==> config.mk <==
export PLATFORM = sky130hd
export DESIGN_NAME = eth_tx_sequencer
export DESIGN_NICKNAME = d
export VERILOG_FILES = /design/src/rtl/txseq_pkg.sv /design/src/rtl/txseq_desc_table.sv /design/src/rtl/txseq_ctrl.sv /design/src/rtl/txseq_datapath.sv /design/src/rtl/eth_tx_sequencer.sv
export SDC_FILE = /design/constraint.sdc
export NUM_CORES = 1
export LEC_CHECK = 0
export ABC_AREA = 1
export BUFFER_PORTS_ARGS = -buffer_cell sky130_fd_sc_hd__buf_2
export CORE_MARGIN = 2
export CORE_UTILIZATION = 35
export DETAILED_ROUTE_END_ITERATION = 12
export PLACE_DENSITY = 0.49
export SETUP_SLACK_MARGIN = 0.15
export SLEW_MARGIN = 15
export SYNTH_ARGS = -nofsm -noshare
export SYNTH_HDL_FRONTEND = slang
export SYNTH_SLANG_ARGS = --single-unit
export TNS_END_PERCENT = 5
==> constraint.sdc <==
create_clock -name clk -period 4.05 [get_ports clk]
set_input_delay 0.2025 -clock clk [delete_from_list [all_inputs] [get_ports clk]]
set_output_delay 0.2025 -clock clk [all_outputs]
set_load 0.01 [all_outputs]
==> src/rtl/txseq_pkg.sv <==
package txseq_pkg;

  localparam int PREAMBLE_LEN = 7;
  localparam int MIN_DATA     = 60;
  localparam logic [7:0] PRE_BYTE = 8'h55;
  localparam logic [7:0] SFD_BYTE = 8'hD5;
  localparam logic [31:0] CRC_POLY_REFL = 32'hEDB88320;

  typedef enum logic [2:0] {
    SEL_IDLE, SEL_PRE, SEL_SFD, SEL_DATA, SEL_PAD, SEL_FCS
  } byteSel_t;

  typedef struct packed {
    logic     active;
    byteSel_t sel;
    logic [1:0] fcsIdx;
  } dpCtl_t;

  typedef enum logic [2:0] {
    ST_IDLE, ST_PRE, ST_SFD, ST_DATA, ST_PAD, ST_FCS, ST_STOP
  } txState_t;

  function automatic logic [31:0] crcStep(input logic [31:0] c, input logic [7:0] b);
    logic [31:0] r;
    r = c;
    for (int i = 0; i < 8; i++) begin
      if (r[0] ^ b[i]) r = (r >> 1) ^ CRC_POLY_REFL;
      else             r = r >> 1;
    end
    return r;
  endfunction

endpackage

==> src/rtl/txseq_desc_table.sv <==
module txseq_desc_table #(
  parameter int NUM_DESC  = 4,
  parameter int BUF_BYTES = 16,
  parameter int IDXW      = 2,
  parameter int OFFW      = 4,
  parameter int LENW      = 5
) (
  input  logic            clk,
  input  logic            rstN,
  input  logic            hostCtlWe,
  input  logic            hostDatWe,
  input  logic [IDXW-1:0] hostIdx,
  input  logic [OFFW-1:0] hostOff,
  input  logic [3:0]      hostCtlFlags,
  input  logic [LENW-1:0] hostLen,
  input  logic [7:0]      hostByte,
  input  logic [IDXW-1:0] hostRdIdx,
  output logic [5:0]      hostRdFlags,
  input  logic [IDXW-1:0] curIdx,
  input  logic [OFFW-1:0] curOff,
  output logic            curRdy,
  output logic            curLast,
  output logic            curIntr,
  output logic            curPad,
  output logic [LENW-1:0] curLen,
  output logic [7:0]      curByte,
  input  logic            wbEn,
  input  logic            wbFinal,
  input  logic            wbPadded
);

  logic [7:0]      bufMem  [NUM_DESC][BUF_BYTES];
  logic [LENW-1:0] lenQ    [NUM_DESC];
  logic [NUM_DESC-1:0] rdyQ, lastQ, intrQ, padQ, doneQ, paddedQ;

  always_ff @(posedge clk) begin
    if (hostDatWe) bufMem[hostIdx][hostOff] <= hostByte;
  end

  always_ff @(posedge clk) begin
    if (!rstN) begin
      rdyQ <= '0; lastQ <= '0; intrQ <= '0; padQ <= '0; doneQ <= '0; paddedQ <= '0;
      for (int i = 0; i < NUM_DESC; i++) lenQ[i] <= '0;
    end else begin
      if (wbEn) begin
        rdyQ[curIdx]    <= 1'b0;
        doneQ[curIdx]   <= wbFinal;
        paddedQ[curIdx] <= wbPadded;
      end
      if (hostCtlWe) begin
        rdyQ[hostIdx]    <= hostCtlFlags[0];
        lastQ[hostIdx]   <= hostCtlFlags[1];
        intrQ[hostIdx]   <= hostCtlFlags[2];
        padQ[hostIdx]    <= hostCtlFlags[3];
        lenQ[hostIdx]    <= hostLen;
        doneQ[hostIdx]   <= 1'b0;
        paddedQ[hostIdx] <= 1'b0;
      end
    end
  end

  always_comb begin
    curRdy  = rdyQ[curIdx];
    curLast = lastQ[curIdx];
    curIntr = intrQ[curIdx];
    curPad  = padQ[curIdx];
    curLen  = lenQ[curIdx];
    curByte = bufMem[curIdx][curOff];
    hostRdFlags = {paddedQ[hostRdIdx], doneQ[hostRdIdx], padQ[hostRdIdx],
                   intrQ[hostRdIdx], lastQ[hostRdIdx], rdyQ[hostRdIdx]};
  end

  // the block only hands back a descriptor it currently owns
  assert_wb_owned_R6: assert property (@(posedge clk) disable iff (!rstN)
    wbEn |-> curRdy);

  // a ready flag falls only by writeback or by a host write
  for (genvar g = 0; g < NUM_DESC; g++) begin : gRdyChk
    assert_rdy_fall_R5: assert property (@(posedge clk) disable iff (!rstN)
      $fell(rdyQ[g]) |-> ($past(wbEn) && $past(curIdx) == IDXW'(g)) ||
                         ($past(hostCtlWe) && $past(hostIdx) == IDXW'(g)));
  end

endmodule

==> src/rtl/txseq_ctrl.sv <==
module txseq_ctrl
  import txseq_pkg::*;
#(
  parameter int IDXW = 2,
  parameter int OFFW = 4,
  parameter int LENW = 5,
  parameter int CNTW = 8
) (
  input  logic            clk,
  input  logic            rstN,
  input  logic            gtsReq,
  input  logic [IDXW-1:0] ringLast,
  input  logic            curRdy,
  input  logic            curLast,
  input  logic            curIntr,
  input  logic            curPad,
  input  logic [LENW-1:0] curLen,
  input  logic            advance,
  output logic [IDXW-1:0] curIdx,
  output logic [OFFW-1:0] curOff,
  output dpCtl_t          dpCtl,
  output logic            wbEn,
  output logic            wbFinal,
  output logic            wbPadded,
  output logic            txIrq,
  output logic            gtsDone
);

  localparam logic [CNTW-1:0] MIN_CNT = CNTW'(MIN_DATA);

  txState_t        state;
  logic [2:0]      preCnt;
  logic [1:0]      fcsCnt;
  logic [CNTW-1:0] dataCnt;
  logic            padFlag, padUsed;
  logic            lastByteOfBuf, bufDone, fcsDone;
  logic [IDXW-1:0] nextIdx;

  always_comb begin
    lastByteOfBuf = (curOff == OFFW'(curLen - LENW'(1)));
    bufDone  = (state == ST_DATA) && advance && lastByteOfBuf;
    fcsDone  = (state == ST_FCS) && advance && (fcsCnt == 2'd3);
    wbEn     = (bufDone && !curLast) || fcsDone;
    wbFinal  = fcsDone;
    wbPadded = fcsDone && padUsed;
    nextIdx  = (curIdx == ringLast) ? '0 : curIdx + IDXW'(1);
    dpCtl.fcsIdx = fcsCnt;
    case (state)
      ST_PRE:  begin dpCtl.active = 1'b1; dpCtl.sel = SEL_PRE;  end
      ST_SFD:  begin dpCtl.active = 1'b1; dpCtl.sel = SEL_SFD;  end
      ST_DATA: begin dpCtl.active = 1'b1; dpCtl.sel = SEL_DATA; end
      ST_PAD:  begin dpCtl.active = 1'b1; dpCtl.sel = SEL_PAD;  end
      ST_FCS:  begin dpCtl.active = 1'b1; dpCtl.sel = SEL_FCS;  end
      default: begin dpCtl.active = 1'b0; dpCtl.sel = SEL_IDLE; end
    endcase
  end

  always_ff @(posedge clk) begin
    if (!rstN) begin
      state   <= ST_IDLE;
      curIdx  <= '0;
      curOff  <= '0;
      preCnt  <= '0;
      fcsCnt  <= '0;
      dataCnt <= '0;
      padFlag <= 1'b0;
      padUsed <= 1'b0;
      txIrq   <= 1'b0;
      gtsDone <= 1'b0;
    end else begin
      txIrq   <= wbEn && curIntr;
      gtsDone <= 1'b0;
      case (state)
        ST_IDLE: begin
          if (gtsReq) begin
            state   <= ST_STOP;
            gtsDone <= 1'b1;
          end else if (curRdy) begin
            state   <= ST_PRE;
            preCnt  <= '0;
            fcsCnt  <= '0;
            curOff  <= '0;
            dataCnt <= '0;
            padFlag <= curPad;
            padUsed <= 1'b0;
          end
        end
        ST_PRE: if (advance) begin
          if (preCnt == 3'(PREAMBLE_LEN - 1)) state <= ST_SFD;
          else preCnt <= preCnt + 3'd1;
        end
        ST_SFD: if (advance) state <= ST_DATA;
        ST_DATA: if (advance) begin
          dataCnt <= dataCnt + CNTW'(1);
          if (lastByteOfBuf) begin
            curOff <= '0;
            if (!curLast) begin
              curIdx <= nextIdx;
            end else if (padFlag && (dataCnt + CNTW'(1) < MIN_CNT)) begin
              state   <= ST_PAD;
              padUsed <= 1'b1;
            end else begin
              state  <= ST_FCS;
              fcsCnt <= '0;
            end
          end else begin
            curOff <= curOff + OFFW'(1);
          end
        end
        ST_PAD: if (advance) begin
          dataCnt <= dataCnt + CNTW'(1);
          if (dataCnt + CNTW'(1) == MIN_CNT) begin
            state  <= ST_FCS;
            fcsCnt <= '0;
          end
        end
        ST_FCS: if (advance) begin
          if (fcsCnt == 2'd3) begin
            state  <= ST_IDLE;
            curIdx <= nextIdx;
          end else begin
            fcsCnt <= fcsCnt + 2'd1;
          end
        end
        ST_STOP: if (!gtsReq) state <= ST_IDLE;
        default: state <= ST_IDLE;
      endcase
    end
  end

  // the enable ends only out of the check-sequence phase
  assert_en_after_fcs_R2: assert property (@(posedge clk) disable iff (!rstN)
    $fell(dpCtl.active) |-> $past(state) == ST_FCS);

  // a padded frame never reaches its check bytes below the minimum
  assert_pad_min_R4: assert property (@(posedge clk) disable iff (!rstN)
    (state == ST_FCS && padFlag) |-> dataCnt >= MIN_CNT);

  // with a stop request pending while idle, nothing starts
  assert_gts_hold_R9: assert property (@(posedge clk) disable iff (!rstN)
    (gtsReq && state == ST_IDLE) |=> !dpCtl.active);

  // every event pulse follows a descriptor writeback
  assert_irq_source_R7: assert property (@(posedge clk) disable iff (!rstN)
    txIrq |-> $past(wbEn));

endmodule

==> src/rtl/txseq_datapath.sv <==
module txseq_datapath
  import txseq_pkg::*;
(
  input  logic       clk,
  input  logic       rstN,
  input  dpCtl_t     ctl,
  input  logic [7:0] dataByte,
  input  logic       gigMode,
  output logic       advance,
  output logic       txEn,
  output logic [7:0] txData
);

  logic [31:0] crcQ, fcsWord;
  logic        nibPhase;
  logic [7:0]  curByte;

  always_comb begin
    fcsWord = ~crcQ;
    case (ctl.sel)
      SEL_PRE:  curByte = PRE_BYTE;
      SEL_SFD:  curByte = SFD_BYTE;
      SEL_DATA: curByte = dataByte;
      SEL_FCS:  curByte = fcsWord[8*ctl.fcsIdx +: 8];
      default:  curByte = 8'h00;
    endcase
    advance = ctl.active && (gigMode || nibPhase);
    txEn    = ctl.active;
    if (!ctl.active)  txData = 8'h00;
    else if (gigMode) txData = curByte;
    else              txData = {4'h0, nibPhase ? curByte[7:4] : curByte[3:0]};
  end

  always_ff @(posedge clk) begin
    if (!rstN) begin
      nibPhase <= 1'b0;
      crcQ     <= '1;
    end else begin
      if (!ctl.active)  nibPhase <= 1'b0;
      else if (!gigMode) nibPhase <= ~nibPhase;
      if (ctl.sel == SEL_IDLE) crcQ <= '1;
      else if (advance && (ctl.sel == SEL_DATA || ctl.sel == SEL_PAD))
        crcQ <= crcStep(crcQ, curByte);
    end
  end

  // in nibble mode a byte never completes in two adjacent cycles
  assert_nib_rate_R11: assert property (@(posedge clk) disable iff (!rstN)
    (advance && !gigMode) |=> !advance);

  // the remainder is frozen while its bytes are being sent
  assert_fcs_stable_R3: assert property (@(posedge clk) disable iff (!rstN)
    (ctl.sel == SEL_FCS && $past(ctl.sel == SEL_FCS)) |-> $stable(crcQ));

endmodule

==> src/rtl/eth_tx_sequencer.sv <==
module eth_tx_sequencer
  import txseq_pkg::*;
#(
  parameter int NUM_DESC  = 4,
  parameter int BUF_BYTES = 16,
  localparam int IDXW = (NUM_DESC > 1) ? $clog2(NUM_DESC) : 1,
  localparam int OFFW = (BUF_BYTES > 1) ? $clog2(BUF_BYTES) : 1,
  localparam int LENW = $clog2(BUF_BYTES + 1)
) (
  input  logic            clk,
  input  logic            rstN,
  input  logic            gigMode,
  input  logic            gtsReq,
  input  logic [IDXW-1:0] ringLast,
  input  logic            hostCtlWe,
  input  logic            hostDatWe,
  input  logic [IDXW-1:0] hostIdx,
  input  logic [OFFW-1:0] hostOff,
  input  logic [3:0]      hostCtlFlags,
  input  logic [LENW-1:0] hostLen,
  input  logic [7:0]      hostByte,
  input  logic [IDXW-1:0] hostRdIdx,
  output logic [5:0]      hostRdFlags,
  output logic            txEn,
  output logic [7:0]      txData,
  output logic            txIrq,
  output logic            gtsDone
);

  localparam int CNTW = $clog2(NUM_DESC * BUF_BYTES + MIN_DATA + 1);

  logic [IDXW-1:0] curIdx;
  logic [OFFW-1:0] curOff;
  logic            curRdy, curLast, curIntr, curPad;
  logic [LENW-1:0] curLen;
  logic [7:0]      curByte;
  logic            wbEn, wbFinal, wbPadded, advance;
  dpCtl_t          dpCtl;

  txseq_desc_table #(
    .NUM_DESC(NUM_DESC), .BUF_BYTES(BUF_BYTES),
    .IDXW(IDXW), .OFFW(OFFW), .LENW(LENW)
  ) uTable (
    .clk(clk), .rstN(rstN),
    .hostCtlWe(hostCtlWe), .hostDatWe(hostDatWe), .hostIdx(hostIdx),
    .hostOff(hostOff), .hostCtlFlags(hostCtlFlags), .hostLen(hostLen),
    .hostByte(hostByte), .hostRdIdx(hostRdIdx), .hostRdFlags(hostRdFlags),
    .curIdx(curIdx), .curOff(curOff), .curRdy(curRdy), .curLast(curLast),
    .curIntr(curIntr), .curPad(curPad), .curLen(curLen), .curByte(curByte),
    .wbEn(wbEn), .wbFinal(wbFinal), .wbPadded(wbPadded)
  );

  txseq_ctrl #(
    .IDXW(IDXW), .OFFW(OFFW), .LENW(LENW), .CNTW(CNTW)
  ) uCtrl (
    .clk(clk), .rstN(rstN), .gtsReq(gtsReq), .ringLast(ringLast),
    .curRdy(curRdy), .curLast(curLast), .curIntr(curIntr), .curPad(curPad),
    .curLen(curLen), .advance(advance), .curIdx(curIdx), .curOff(curOff),
    .dpCtl(dpCtl), .wbEn(wbEn), .wbFinal(wbFinal), .wbPadded(wbPadded),
    .txIrq(txIrq), .gtsDone(gtsDone)
  );

  txseq_datapath uDatapath (
    .clk(clk), .rstN(rstN), .ctl(dpCtl), .dataByte(curByte),
    .gigMode(gigMode), .advance(advance), .txEn(txEn), .txData(txData)
  );

endmodule

=== Word level (Yosys, flattened, before mapping) ===
Memories as Yosys holds them, arrays and structs flattened. A register that Yosys moved wholly into a read port is not among the register bits.
Index checks and enable logic that the tools add are counted.

* Add/sub/neg operators: 6
* $lt $le $gt $ge: 9
* Equal/unequal tests: 36
* Shifts and indexed selects: 1
* Multiplexer cells: 146
* Bitwise operators: 27
* Reductions and logical operators: 37

{| class="wikitable"
|+ Operators with widths
! kind !! count
|-
| 32-bit 2-to-1 mux || 29
|-
| 128-bit 2-to-1 mux || 1
|-
| 13-bit inverter with 14-bit output || 8
|-
| 4-bit 2-to-1 mux || 14
|-
| 3-bit 2-to-1 mux || 17
|-
| 2-bit 2-to-1 mux || 21
|-
| 8-bit 2-to-1 mux || 5
|-
| 8-bit binary-select mux with 4-bit select || 1
|-
| 8-bit demux with 4-bit select || 1
|-
| 32-bit inverter || 1
|-
| 8-bit case mux with 4 select lines || 1
|-
| 32-bit by 6-bit indexed part select with 8-bit output || 1
|-
| 1-bit 2-to-1 mux || 26
|-
| 4-bit bitwise mux || 6
|-
| 7-bit 2-to-1 mux || 3
|-
| 3-bit case mux with 7 select lines || 1
|-
| 1-bit binary-select mux with 2-bit select || 10
|-
| 2-bit by 1-bit inequality test with 1-bit output, second input constant || 10
|-
| 4-bit case mux with 5 select lines || 1
|-
| 3-bit == test, second input constant || 6
|-
| 2-bit inequality test, second input constant || 9
|-
| 7-bit case mux with 2 select lines || 1
|-
| 1-bit logical AND || 13
|-
| 4-bit bitwise AND || 3
|-
| other kinds (43) || 73
|}

* Bits in registers: 82
* Memory bits (writable): 532
* Input bits: 33
* Word-level logic and storage cells: 282
* Memories kept: 2

{| class="wikitable"
|+ Memory list
! name !! words !! width !! read ports !! clocked after Yosys merged registers in !! write ports !! RTL line !! RTL
|-
| uTable.bufMem || 4 || 128 || 1 || 1 || 1 || txseq_desc_table.sv:32 || <nowiki>logic [7:0] bufMem [NUM_DESC][BUF_BYTES];</nowiki>
|-
| uTable.lenQ || 4 || 5 || 1 || 1 || 4 || txseq_desc_table.sv:33 || <nowiki>logic [LENW-1:0] lenQ [NUM_DESC];</nowiki>
|}

=== Logic depth before layout (Yosys ltp) ===
* Depth in word-level cells: 42
* Depth in mapped cells: 25
* Depth with buffers taken out: 23

=== Hierarchy ===
Synthesis repeated with hierarchy kept, for this count alone.

* Cells, all modules: 2848
* Area, all modules: 27605.2 µm²

{| class="wikitable"
|+ Modules (own cells, without submodules)
! module !! instances !! cells each !! area an instance (µm²) !! sequential area each (µm²)
|-
| txseq_desc_table || 1 || 2112 || 23067.1 || 16455.8
|-
| txseq_datapath || 1 || 466 || 2857.7 || 660.6
|-
| txseq_ctrl || 1 || 270 || 1680.4 || 500.5
|}

=== Worst setup path after synthesis ===
OpenSTA, ideal clock, no wires.

* Kind: reg-to-reg
* From: reg with a tool-made name
* To: reg with a tool-made name
* Library setup time: 0.097 ns
* Arrival: 2.607 ns
* Setup slack: 1.346 ns
* Cell stages (with the launch flop): 17
* Path buffers: 5
* Clock period less this slack: 2.704 ns
* Cells stage by stage: dfxtp_1 -> buf_6 -> buf_6 -> buf_4 -> buf_4 -> nand2_1 -> a32o_1 -> ha_1 -> xnor2_1 -> a2111oi_2 -> nand2_1 -> inv_1 -> nand3_1 -> nand2_1 -> inv_1 -> buf_2 -> a211oi_1

==> metrics <==
status completed; internal power 11.10 mW; max incr delay on CP 490 ps; Switching Fraction 27.32%; share of post-route cells with drive strength above 1 9.056%; Buf/Inv on CP 2; Comb pwr share 14.0%; # DRC 0; HPWL after detailed placement 46,600 µm; area leader, netlist edfxtp_1; FF+latch count, synth 612; FF-to-FF setup slack 580 ps; n_diodes 0; # H-tree levels 3; DIE AREA 0.08069 mm²; Rows 102; FILL cells 7,718; CTS Buf Count 70; Final Power 15.26 mW; gr ovfl total 0; Final Cycle Share 89.31%; first-pass GRT wire length 116,300 µm; count leader, synth nand2_1; post-route cell area 0.03100 mm²; part of the power in the clock network 40.1%; CTS sink cnt 612; Power Dens Cells 492.4 mW/mm²; Post-synth ARST share 0%; Yosys cell types 53; num ports 50; port bufs 48; FMAX 276.5 MHz; Psw 4.170 mW; pin count of the biggest net entering global routing 103; Sum Neg Setup Slack 0 ps; crit path max-delay cell type dfxtp_4; syn_area_per_cell 9.957 µm²; die width 284.1 µm; critical-path cell list buf_16 > nor2_1 > nor2_1 > o21ai_0 > o211ai_1 > nand3_1 > nand3b_1 > nand3_1 > nand2_1 > nand2_1 > nand2_1 > o21ai_0 > a31oi_1 > buf_2; vias in the first global route 19.17k; fin cells 3,900; RSZ-0062 raised after global routing false; DP Area 0.02871 mm²; Area growth syn-to-layout 12.93%; Rel. slew slack 28.74%; RD Place Congestion 0.8568; root buffer cell clkbuf_16; Post-Syn Instances 2,757; core area 0.07759 mm²; Total GRT Usage 18.70%; kind of critical path reg -> out; Peak VDD IR 0.2345 mV; EDFF count, synth 528; CP delay by family, top simple AND/OR/NAND/NOR gates; Initial DRT Pass Iterations 6; crit path launch type register; WP data arrival 3410 ps; crit path max fanout 102; final setup margin 433.1 ps; pre-CTS setup slack 527.9 ps; hold wc startpoint hostCtlWe; Synth top cells by count nand2_1 (666), edfxtp_1 (528), nor2_1 (393); Synth Flop Type edfxtp_1; Final Setup Violations 0; clock slew at reported path FFs 60 ps; max-cap viol count 0; top post-synthesis cells by area edfxtp_1 (58%), nand2_1 (9.1%), dfxtp_1 (6.1%), nor2_1 (5.4%), nand3_1 (4.8%); Antenna Nets Post-Route 0; clock period minus worst slack 3617 ps; Routed WL 76,180 µm; most used cell along the critical path nand2_1; synth warn 0; vias post-DR 19.66k; 1st-iter DRT viols 1,582; antenna violations before repair 0; Leak Pwr 11.59 nW; sequential power share 45.9%; Mapped Area 0.02745 mm²; CTS tree built; CP Capture Type output pin; Layout Skew 25.64 ps; Max Buffers Root-to-Sink 3; Starting Density 35.38%; required time of the critical path 3850 ps; die height 284.1 µm; Yosys top cell area share 57.75%; layout net count 2,852; Skew-Pair Late Insertion Delay 610 ps; post-placement cell count 3,765; Post-Syn Nets 2,802; post-synthesis sequential area ratio 63.88%; Fin. Hold Viols 0; Worst Tran Pin Value 1069 ps; Worst Hold Class in -> reg; max-slew violations 0; vias per cell 5.040; WL/cell 19.53 µm
==> power by group through the flow <==
stage	sequential, mW	combinational [mW]	clock, mW
floorplan	7.13	1.38	0
global placement	7.13	2.10	0
detailed placement	7.14	2.12	0
CTS	7.01	2.13	6.25
global route	7.02	2.37	6.49
finish	7.01	2.14	6.12
==> tightest hold or removal path: cells and delay by family <==
| family | cells | cell delay, ps |
|---|---|---|
| and+or+nand+nor | 1 | 120 |
| buffers and inverters | 2 | 170 |
| AOI/OAI and AO/OA | 1 | 160 |
==> layout by cell type (no fill, tap or decap), types with 3 or more instances in the layout <==
master / Yosys / final
a211oi_1: 5 / 5
a21oi_1: 122 / 122
a31oi_1: 4 / 4
and3_1: 3 / 3
buf_12: 1 / 10
buf_2: 41 / 48
buf_4: 19 / 43
bufinv_16: 0 / 4
clkbuf_1: 37 / 19
clkbuf_16: 0 / 72
clkinv_1: 4 / 13
clkinv_2: 0 / 13
clkinvlp_4: 0 / 3
dfxtp_1: 84 / 82
dlygate4sd3_1: 0 / 10
edfxtp_1: 528 / 528
ha_1: 12 / 12
inv_1: 158 / 158
inv_2: 7 / 6
inv_6: 1 / 3
nand2_1: 666 / 666
nand2_2: 31 / 31
nand2_4: 4 / 4
nand3_1: 261 / 261
nand3b_1: 4 / 4
nor2_1: 393 / 393
nor3_1: 8 / 8
o211a_1: 4 / 4
o211ai_1: 37 / 37
o21ai_0: 195 / 195
o21ai_1: 17 / 17
o221ai_1: 3 / 3
o22ai_1: 14 / 14
or2_2: 4 / 4
xnor2_1: 7 / 7
xor2_1: 24 / 24
==> sequential cells by signal, summed over array words and instances, names as in the netlist, named ones only <==
name and count:
uTable.bufMem 512, uDatapath.crcQ 32, uTable.lenQ 16, uCtrl.dataCnt 7
uCtrl.curOff 4, uTable.doneQ 4, uTable.intrQ 4, uTable.lastQ 4
uTable.padQ 4, uTable.paddedQ 4, uTable.rdyQ 4, uCtrl.preCnt 3
uCtrl.state 3, uCtrl.curIdx 2, uCtrl.fcsCnt 2, uCtrl.gtsDone 1
uCtrl.padFlag 1, uCtrl.padUsed 1, uCtrl.txIrq 1, uDatapath.nibPhase 1
==> layer usage <==
metal	share of wire, %	vias to the layer above	routed length [µm]	global-route usage (%)
met1	46	9557	34960	25.89
li1	-	9514	-	-
met2	47	485	35980	30.97
met3	4.7	99	3588	2.536
met5	0	-	0	0
met4	2.2	0	1647	4.789
==> logic make-up (layout without fill, tap and decap cells) <==
logic type      Yosys count  count (layout)  share of synthesized area, %
buf+inv                 304             407                         5.392
fa+ha+maj                12              12                        0.5469
flops                   612             612                         63.88
xor+xnor                 32              32                         1.048
simple gates           1384            1384                         20.82
compound gates          413             413                         8.309
==> through the flow <==
stage | util [%] | hold slack, ps
3_5_place_dp | 37.00 | 457.7
4_1_cts | 39.94 | 52.79
2_1_floorplan | - | 301.4
3_3_place_gp | 37.00 | 455.1
6_report | 39.96 | 83.11
5_1_grt | 39.96 | 113.7
==> path summary, 6_finish.rpt <==
check	endpoint	cells past startpoint
setup reg to reg	uDatapath.crcQ[19]	23
hold / removal	uTable.padQ[3]	4
hold reg to reg	uTable.doneQ[3]	2
setup / recovery	txData[1]	14
==> area by class of cell <==
class	count	area [µm²]	share of cell area [%]
Sequential cell	612	17540	56.59
Clock buffer	93	1901	6.130
Inverter	170	651.9	2.103
Timing Repair Buffer	112	890.9	2.873
Multi-Input combinational cell	1841	8436	27.21
Tap cell	1040	1301	4.197
Clock inverter	32	279.0	0.9000
==> what timing repair did <==
| action | in CTS | in global routing |
|---|---|---|
| gates resized for setup | 0 | 3 |
| hold buffers | 10 | 0 |
| setup endpoints to repair | 0 | 1 |
| hold endpoints to repair | 32 | 0 |
| buffers inserted | 0 | 0 |
(Power assumes the default switching activity.)
